`config.mk`:
```
export PLATFORM = sky130hd
export DESIGN_NAME = io_sel_decoder
export DESIGN_NICKNAME = d
export VERILOG_FILES = /design/src/rtl/io_sel_pkg.sv /design/src/rtl/io_sel_sampler.sv /design/src/rtl/io_sel_enable.sv /design/src/rtl/io_sel_onehot.sv /design/src/rtl/io_sel_decoder.sv
export SDC_FILE = /design/constraint.sdc
export NUM_CORES = 1
export LEC_CHECK = 0
export BUFFER_PORTS_ARGS = -buffer_cell sky130_fd_sc_hd__buf_2
export CORE_AREA = 10 10 47 49
export CTS_CLUSTER_SIZE = 25
export DETAILED_ROUTE_END_ITERATION = 6
export DIE_AREA = 0 0 57 59
export PLACE_DENSITY = 0.66
export SLEW_MARGIN = 20
export SYNTH_ARGS = -nofsm -noshare
export SYNTH_HDL_FRONTEND = slang
export SYNTH_SLANG_ARGS = --single-unit
```
`constraint.sdc`:
```
create_clock -name clk -period 1.2 [get_ports clk]
set_input_delay 0.06 -clock clk [delete_from_list [all_inputs] [get_ports clk]]
set_output_delay 0.06 -clock clk [all_outputs]
set_load 0.02 [all_outputs]
```
`src/rtl/io_sel_pkg.sv`:
```
package io_sel_pkg;

  // Action taken on the stored enable bit for one sampled input set
  typedef enum logic [1:0] {
    EN_KEEP = 2'd0,
    EN_SET  = 2'd1,
    EN_CLR  = 2'd2,
    EN_OFF  = 2'd3
  } en_cmd_e;

  function automatic en_cmd_e cmd_of(input logic ce, input logic pa, input logic pb);
    en_cmd_e c;
    if (!ce) begin
      c = EN_OFF;
    end else begin
      unique case ({pa, pb})
        2'b00:   c = EN_KEEP;
        2'b01:   c = EN_SET;
        2'b10:   c = EN_CLR;
        default: c = EN_SET;
      endcase
    end
    return c;
  endfunction

endpackage

```
`src/rtl/io_sel_sampler.sv`:
```
module io_sel_sampler #(
  parameter int W      = 6,
  parameter int STAGES = 1
) (
  input  logic         clk,
  input  logic         rst,
  input  logic [W-1:0] d_i,
  output logic [W-1:0] q_o
);

  generate
    if (STAGES == 0) begin : g_pass
      assign q_o = d_i;
    end else begin : g_chain
      logic [W-1:0] pipe [STAGES];
      for (genvar s = 0; s < STAGES; s++) begin : g_st
        if (s == 0) begin : g_first
          always_ff @(posedge clk) begin
            if (rst) pipe[s] <= '0;
            else     pipe[s] <= d_i;
          end
        end else begin : g_next
          always_ff @(posedge clk) begin
            if (rst) pipe[s] <= '0;
            else     pipe[s] <= pipe[s-1];
          end
        end
      end
      assign q_o = pipe[STAGES-1];
    end
  endgenerate

endmodule

```
`src/rtl/io_sel_enable.sv`:
```
module io_sel_enable
  import io_sel_pkg::*;
(
  input  logic clk,
  input  logic rst,
  input  logic ce_i,
  input  logic pa_i,
  input  logic pb_i,
  output logic en_next_o,
  output logic en_q_o
);

  en_cmd_e cmd;

  always_comb begin
    cmd = cmd_of(ce_i, pa_i, pb_i);
    unique case (cmd)
      EN_KEEP: en_next_o = en_q_o;
      EN_SET:  en_next_o = 1'b1;
      EN_CLR:  en_next_o = 1'b0;
      default: en_next_o = 1'b0;
    endcase
  end

  always_ff @(posedge clk) begin
    if (rst) en_q_o <= 1'b0;
    else     en_q_o <= en_next_o;
  end

endmodule

```
`src/rtl/io_sel_onehot.sv`:
```
module io_sel_onehot #(
  parameter int SEL_W   = 3,
  parameter int NUM_OUT = 1 << SEL_W
) (
  input  logic [SEL_W-1:0]   sel_i,
  input  logic               en_i,
  output logic [NUM_OUT-1:0] dec_o
);

  generate
    for (genvar k = 0; k < NUM_OUT; k++) begin : g_line
      localparam logic [SEL_W-1:0] CODE = k[SEL_W-1:0];
      assign dec_o[k] = en_i && (sel_i == CODE);
    end
  endgenerate

endmodule

```
`src/rtl/io_sel_decoder.sv`:
```
module io_sel_decoder #(
  parameter int SEL_W       = 3,
  parameter int SYNC_STAGES = 1
) (
  input  logic                    clk,
  input  logic                    rst,
  input  logic                    ce_i,
  input  logic                    pulse_a_i,
  input  logic                    pulse_b_i,
  input  logic [SEL_W-1:0]        sel_i,
  output logic [(1<<SEL_W)-1:0]   sel_o
);

  localparam int NUM_OUT = 1 << SEL_W;
  localparam int IN_W    = SEL_W + 3;

  logic [IN_W-1:0]    raw_w;
  logic [IN_W-1:0]    smp_w;
  logic               s_ce, s_pa, s_pb;
  logic [SEL_W-1:0]   s_sel;
  logic               en_next, en_q;
  logic [NUM_OUT-1:0] dec_w;
  logic [NUM_OUT-1:0] out_q;

  assign raw_w = {ce_i, pulse_a_i, pulse_b_i, sel_i};

  io_sel_sampler #(.W(IN_W), .STAGES(SYNC_STAGES)) smp_i (
    .clk (clk),
    .rst (rst),
    .d_i (raw_w),
    .q_o (smp_w)
  );

  assign {s_ce, s_pa, s_pb, s_sel} = smp_w;

  io_sel_enable en_i (
    .clk       (clk),
    .rst       (rst),
    .ce_i      (s_ce),
    .pa_i      (s_pa),
    .pb_i      (s_pb),
    .en_next_o (en_next),
    .en_q_o    (en_q)
  );

  io_sel_onehot #(.SEL_W(SEL_W), .NUM_OUT(NUM_OUT)) dec_i (
    .sel_i (s_sel),
    .en_i  (en_next),
    .dec_o (dec_w)
  );

  always_ff @(posedge clk) begin
    if (rst) out_q <= '0;
    else     out_q <= dec_w;
  end

  assign sel_o = out_q;

endmodule

```
==> run summary, run 1 <==
grt ovf: 0
global-route wire length before repair: 1440 um
clock buffer count from CTS: 3
PwrDens: 1250 nW/um^2
RSZ-0062 raised after global routing: no
DR WL/cell: 10.8 um
DRC viols: 0
number of synthesized flops with an enable pin: 0
Core Rows: 14
Final setup viols: 0
synthesis-to-finish area growth: 39.5%
Reg clk slew, reported paths: 0.08 ns
drt pass-1 iters: 3
hold crit path type: in -> reg
Slew headroom: 0.764
Arr. time, crit path: 1.33 ns
Final WS setup: 0.0517 ns
worst-margin pin slew: 0.345 ns
worst-path fanout max: 4
number of vias per cell: 4.47
synthesized area: 488 sq um
worst r2r path cells: 2
worst hold stages: 3
final hold violations: 0
type of origin of the critical path: flop
Chip Height: 59 um
clock skew: 0.000245 ns
Die W: 57 um
Total GRT Usage: 0.0557
maximum VDD drop: 0.651 mV
max_cap viols: 0
WP data required: 1.38 ns
Max Fclk: 0.871 GHz
layout cells sized above 1: 0.354
top cell type's share of synthesized area: 0.615
Distinct cells, synth: 12
Setup Buffers After CTS: 0
clock sink count: 15
Layout fillers: 146
crit path cell chain: or3b_4 -> a2111oi_4
H-tree depth: 1
WHS: 0.118 ns
# port buffers: 15
DRT antenna net count: 0
antenna violations before repair: 0
drt initial violations: 2
initial cell density of the core: 0.348
n_diodes: 0
worst skew pair latency: 0.27 ns
vias: 362
max incr delay on CP: 0.41 ns
number of placed I/O pins: 16
status: finished clean
vias in the first global route: 364
Slew Limit Fails: 0
largest net degree at the start of global routing: 10
top post-synthesis cells by area: dfxtp_1 62%, a211oi_1 9.2%, and2b_1 9.2%, a2111oi_4 5.6%, nand2b_1 5.1%
Die ar.: 3360 sq um
gate count of the mapped netlist: 39
Synth Area per Inst: 12.5 sq um
register bit count reported by yosys: 15
Commonest cells post-synth: 15 x dfxtp_1, 6 x a211oi_1, 6 x and2b_1
crit path time final: 1.15 ns
cell taking the most area after synthesis: dfxtp_1
Nets: 74
Synth warnings: 0
crit end category: flop
CTS root buf: clkbuf_4
register area: 302 sq um
CTS max path bufs: 2
final WL: 878 um
top_reg_cell synth: dfxtp_1
CTS tree: built
asr flop ratio synth: 0
sequential share of the synthesized area: 0.615
Net Count, Synth: 47
TNS Setup: 0 ns
Place WS: 0.0414 ns
critical path class: reg -> reg
Multi-input gate area: 179 sq um
fin crit share: 0.957
Lkg Pwr: 0.290 nW
most frequent cell after synthesis: dfxtp_1
routability cong.: 0.693
Max stage delay cell, worst path: or3b_4
Core ar.: 1400 sq um
-- through the flow --
stage,utilization,instances,total power [mW],instance area [sq um]
floorplan,-,39,0.556,488
global route,0.486,81,0.905,681
finish,0.486,81,0.848,681
detailed placement,0.423,71,0.577,593
global placement,0.423,71,0.576,593
CTS,0.485,81,0.859,679
-- registers in the layout, summed over array words and instances, names as in the netlist --
signal and count:
sel_o 8, smp_i.g_chain.pipe 6, en_i.en_q_o 1
-- cell usage in the layout (no fill, tap or decap), drive strengths merged --
| cell | instances |
|---|---|
| nand2b | 4 |
| or3b | 1 |
| clkinv | 1 |
| a21oi | 1 |
| nand3b | 1 |
| dlygate4sd3 | 6 |
| a211oi | 6 |
| a2111oi | 2 |
| nand2 | 1 |
| dfxtp | 15 |
| and2b | 6 |
| buf | 17 |
| clkbuf | 4 |
-- what timing repair did --
action	CTS	global route
hold buffers	6	0
endpoints found under the setup margin	0	1
hold endpoints to repair	6	0
gates resized for setup	0	1
-- routing by layer --
| metal | vias up | GRT usage | part of all wire |
|---|---|---|---|
| met4 | 0 | 0.0403 | 0.016 |
| met3 | 2 | 0.0408 | 0.12 |
| met2 | 13 | 0.0884 | 0.47 |
| met5 | - | 0 | 0 |
| met1 | 156 | 0.0483 | 0.39 |
| li1 | 191 | - | - |
-- path summary, 6_finish.rpt --
check | slack [ns] | to | from
setup / recovery | 0.05 | sel_o[0]$_SDFF_PP0_ | smp_i.g_chain.pipe[0][5]$_SDFF_PP0_
hold / removal | 0.12 | en_i.en_q_o$_SDFF_PP0_ | rst
setup reg to reg | 0.05 | sel_o[0]$_SDFF_PP0_ | smp_i.g_chain.pipe[0][5]$_SDFF_PP0_
hold reg to reg | 0.46 | en_i.en_q_o$_SDFF_PP0_ | smp_i.g_chain.pipe[0][5]$_SDFF_PP0_
-- worst max-delay path, delay by kind of cell, from the launching register on --
family / cells / cell delay [ns]
AO/OA/AOI/OAI: 1 / 0.31
flip-flops: 1 / 0.34
AND/OR/NAND/NOR: 1 / 0.41
-- cells by family (layout without fill, tap and decap cells) --
kind of cell	count (synthesis)	count (layout)	share of synthesized area
compound gates	9	9	0.177
buf+inv	2	28	0.0179
simple gates	13	13	0.190
flops	15	15	0.615
-- final cells by class --
class                   instances  share of cell area
inverters                       1             0.00551
well taps                      16              0.0294
multi-input cells              22               0.263
flip-flops and latches         15               0.443
clock buffers                   4              0.0386
repair buffers                 23               0.221
-- power by group --
| group | switching [mW] | leakage [nW] | internal, mW | total, mW |
|---|---|---|---|---|
| Combinational | 0.0229 | 0.153 | 0.0389 | 0.0619 |
| Clock | 0.139 | 0.0150 | 0.129 | 0.267 |
| Sequential | 0.00875 | 0.123 | 0.510 | 0.519 |
No activity file was read; power rests on OpenSTA's default activity.
==> inputs of run 2 (changes only) <==
CTS_BUF_LIST = sky130_fd_sc_hd__clkbuf_8   (was not set)
==> run 2 against run 1 <==
Compared with the run above: combinational power down 26%; register-to-register slack about the same; sequential share of layout area up 2.9 points; cell area down 6.1%; fmax up 0.21%; die area unchanged; sequential power about the same; clock-buffer cell count down 1; critical endpoint unchanged; largest cell class unchanged.
==> run summary, run 2 (synthesis results as in run 1) <==
post-layout util: 0.456
Arr. time, crit path: 1.29 ns
max FFs per register: 8
worst hold stages: 2
largest net degree at the start of global routing: 10
Slew headroom: 0.785
Switching Share: 0.194
CTS root buf: clkbuf_8
CTS tree: built
Final setup viols: 0
fin cells: 75
Reg2Reg Setup Slack: 0.05 ns
Nets: 68
RR Startpoint: smp_i.g_chain.pipe[0][5]$_SDFF_PP0_
Clock Power Share: 0.403
worst-path fanout max: 4
Final WS setup: 0.0541 ns
layout cells sized above 1: 0.390
P_int: 0.763 mW
number of placed I/O pins: 16
RSZ-0062 raised after global routing: no
hold crit path type: in -> reg
placed insts: 71
final hold violations: 0
critical path class: reg -> reg
n_diodes: 0
drt initial violations: 2
Max Fclk: 0.873 GHz
Total GRT Usage: 0.0496
min-delay src: sel_i[2]
WP data required: 1.35 ns
worst-margin pin slew: 0.314 ns
Die W: 57 um
Chip Height: 59 um
Slew Limit Fails: 0
WHS: 0.0179 ns
Lkg Pwr: 0.277 nW
crit path time final: 1.15 ns
initial cell density of the core: 0.348
worst r2r path cells: 2
max_cap viols: 0
vias: 339
fin crit share: 0.955
synthesis-to-finish area growth: 31.0%
total power: 0.947 mW
Reg clk slew, reported paths: 0.05 ns
DRC viols: 0
Placed Area: 593 sq um
DRT antenna net count: 0
maximum VDD drop: 0.561 mV
number of vias per cell: 4.52
sw power: 0.184 mW
Die ar.: 3360 sq um
hold endpoint: smp_i.g_chain.pipe[0][2]$_SDFF_PP0_
clock sink count: 15
Core Rows: 14
DR WL/cell: 10.6 um
PwrDens: 1480 nW/um^2
Sequential Power Share: 0.549
Core ar.: 1400 sq um
CTS Hold Bufs: 0
status: finished clean
crit end category: flop
fin area: 639 sq um
grt ovf: 0
# port buffers: 15
H-tree depth: 1
most common cell after layout, fill and taps aside: buf_2
final WL: 794 um
reg2reg end: sel_o[0]$_SDFF_PP0_
CTS max path bufs: 2
combinational share of power: 0.049
TNS Setup: 0 ns
most frequent cells in the layout: 15 x buf_2, 14 x dfxtp_1, 6 x and2b_1, 6 x a211oi_1, 4 x nand2b_1
global-route wire length before repair: 1280 um
clock buffer count from CTS: 3
antenna violations before repair: 0
routability cong.: 0.693
vias in the first global route: 316
clock skew: 0.000723 ns
drt pass-1 iters: 3
Place WS: 0.0414 ns
type of origin of the critical path: flop
worst skew pair latency: 0.24 ns
[run 2: worst max path at each step]
stage | cells after the start | slack, ns | from | end
2_1_floorplan | 2 | 0.09 | smp_i.g_chain.pipe[0][5]$_SDFF_PP0_ | sel_o[0]$_SDFF_PP0_
6_report | 2 | 0.05 | smp_i.g_chain.pipe[0][5]$_SDFF_PP0_ | sel_o[0]$_SDFF_PP0_
3_3_place_gp | 2 | 0.07 | smp_i.g_chain.pipe[0][5]$_SDFF_PP0_ | sel_o[0]$_SDFF_PP0_
4_1_cts | 2 | 0.03 | smp_i.g_chain.pipe[0][5]$_SDFF_PP0_ | sel_o[0]$_SDFF_PP0_
3_5_place_dp | 2 | 0.04 | smp_i.g_chain.pipe[0][5]$_SDFF_PP0_ | sel_o[0]$_SDFF_PP0_
5_1_grt | 2 | 0.004 | smp_i.g_chain.pipe[0][5]$_SDFF_PP0_ | sel_o[0]$_SDFF_PP0_
[run 2: power by group through the flow]
stage	Combinational, mW	Clock, mW	Sequential, mW
after floorplan	0.0261	0	0.530
after global placement	0.0456	0	0.530
after detailed placement	0.0469	0	0.530
after CTS	0.0470	0.393	0.520
after global routing	0.0511	0.429	0.521
final	0.0461	0.381	0.520
[run 2: worst max-delay path, cell delays in order, from the launching register on]
cell and delay (ns):
dfxtp_2 0.33, or3b_4 0.41, a2111oi_4 0.31
[run 2: layer usage]
layer	vias to the layer above	GRT usage	wire length, um	part of all wire
li1	177	-	-	-
met1	145	0.0495	346	0.44
met2	15	0.0682	326	0.41
met3	2	0.0365	104	0.13
met4	0	0.0403	16	0.020
met5	-	0	0	0
[run 2: repair_timing]
item | 4_1_cts | 5_1_grt
setup buffers | 0 | 0
gates resized for setup | 0 | 1
endpoints found under the setup margin | 0 | 1
[run 2: final cells by class]
| type | count | area [sq um] |
|---|---|---|
| Fill cell | 152 | 762 |
| Sequential cell | 15 | 302 |
| Timing Repair Buffer | 17 | 90.1 |
| Multi-Input combinational cell | 22 | 179 |
| Tap cell | 16 | 20.0 |
| Clock inverter | 1 | 3.75 |
| Clock buffer | 3 | 41.3 |
| Inverter | 1 | 3.75 |
==> inputs of run 3 (changes only) <==
BUFFER_PORTS_ARGS = not set   (was -buffer_cell sky130_fd_sc_hd__buf_2)
DONT_BUFFER_PORTS = 1   (was not set)
PLACE_DENSITY = 0.56   (was 0.66)
==> run 3 against run 2 <==
Compared with the run above: clock skew about the same; global-route usage decreased by 0.18 points; utilization decreased by 0.36 points; power decreased by 0.19%; combinational power increased by 6.3%; routed wire length decreased by 1.0%; clock power decreased by 2%; first-iteration DRC count unchanged; critical path type unchanged.
==> run summary, run 3 (synthesis results as in run 1) <==
status: finished clean
Total GRT Usage: 0.0477
Slew headroom: 0.748
max_cap viols: 0
post-layout util: 0.453
TNS Setup: 0 ns
Core ar.: 1400 sq um
n_diodes: 0
CTS tree: built
crit end category: flop
global-route wire length before repair: 1260 um
fin crit share: 0.953
drt initial violations: 2
crit path time final: 1.14 ns
worst-margin pin slew: 0.368 ns
number of vias per cell: 4.66
Reg clk slew, reported paths: 0.05 ns
final WL: 786 um
Die ar.: 3360 sq um
worst r2r path cells: 2
initial cell density of the core: 0.348
Max Fclk: 0.874 GHz
RSZ-0062 raised after global routing: no
DR WL/cell: 11.7 um
clock sink count: 15
maximum VDD drop: 0.543 mV
worst-path fanout max: 4
final hold violations: 0
drt pass-1 iters: 2
DRT antenna net count: 0
clock skew: 0.00122 ns
critical path class: reg -> reg
type of origin of the critical path: flop
Slew Limit Fails: 0
most frequent cells in the layout: 14 x dfxtp_1, 7 x dlygate4sd3_1, 6 x and2b_1, 6 x a211oi_1, 4 x nand2b_1
Lkg Pwr: 0.234 nW
placed insts: 56
hold crit path type: in -> reg
antenna violations before repair: 0
vias: 312
H-tree depth: 1
DRC viols: 0
# port buffers: 0
synthesis-to-finish area growth: 30.0%
routability cong.: 0.701
worst skew pair latency: 0.24 ns
Arr. time, crit path: 1.29 ns
Layout fillers: 143
max FFs per register: 8
WP data required: 1.34 ns
CTS max path bufs: 2
most common cell after layout, fill and taps aside: dfxtp_1
clock buffer count from CTS: 3
Final setup viols: 0
worst hold stages: 1
PwrDens: 1490 nW/um^2
Nets: 60
Die W: 57 um
Core Rows: 14
vias in the first global route: 312
grt ovf: 0
layout cells sized above 1: 0.157
number of placed I/O pins: 16
placed wire-length estimate: 659 um
largest net degree at the start of global routing: 10
total power: 0.946 mW
CTS root buf: clkbuf_8
Chip Height: 59 um
fin cells: 67
[run 3: changes by cell type in the layout (fill, tap and decap cells not counted)]
| cell | before | now |
|---|---|---|
| dlygate4sd3_1 | 0 | 7 |
| buf_2 | 15 | 0 |
[run 3: metrics by stage]
stage / worst slack, ns / area, sq um / hold slack, ns
4_1_cts: 0.0351 / 633 / 0.00602
2_1_floorplan: 0.0850 / 488 / 0.185
6_report: 0.0563 / 634 / 0.0108
3_5_place_dp: 0.0450 / 518 / 0.189
5_1_grt: 0.0207 / 634 / 0.000120
3_3_place_gp: 0.0668 / 518 / 0.186
[run 3: report_power, final]
group	leakage [nW]	internal (mW)	total [mW]	switching, mW
registers	0.123	0.511	0.521	0.0102
logic	0.0846	0.0330	0.0490	0.0161
clock network	0.0269	0.225	0.375	0.150
total	0.234	0.770	0.946	0.176
[run 3: repair_timing]
action | CTS | global route
hold buffers | 7 | 0
buffers inserted | 0 | 0
hold endpoints to repair | 7 | 0
gates resized for setup | 0 | 1
setup endpoints to repair | 0 | 1
[run 3: layout make-up]
class | instances | area (sq um) | share of cell area
tap | 16 | 20.0 | 0.0316
sequential | 15 | 302 | 0.475
timing repair buffer | 9 | 85.1 | 0.134
clock buffer | 3 | 41.3 | 0.0651
multi-input combinational | 22 | 179 | 0.282
clock inverter | 1 | 3.75 | 0.00592
inverter | 1 | 3.75 | 0.00592
[run 3: metal layers]
layer,up-vias,track usage,part of all wire
met1,138,0.0445,0.44
li1,159,-,-
met3,0,0.0429,0.15
met5,-,0,0
met2,15,0.0682,0.41
met4,0,0.0302,0
[run 3: path summary, 6_finish.rpt]
kind,startpoint,slack (ns),end
max reg2reg,smp_i.g_chain.pipe[0][5]$_SDFF_PP0_,0.06,sel_o[0]$_SDFF_PP0_
min,rst,0.01,smp_i.g_chain.pipe[0][1]$_SDFF_PP0_
min reg2reg,smp_i.g_chain.pipe[0][5]$_SDFF_PP0_,0.46,en_i.en_q_o$_SDFF_PP0_
max,smp_i.g_chain.pipe[0][5]$_SDFF_PP0_,0.06,sel_o[0]$_SDFF_PP0_
[run 3: critical path, cell delays in order (launching register included)]
cell and delay (ns):
dfxtp_2 0.33, or3b_4 0.41, a2111oi_4 0.31
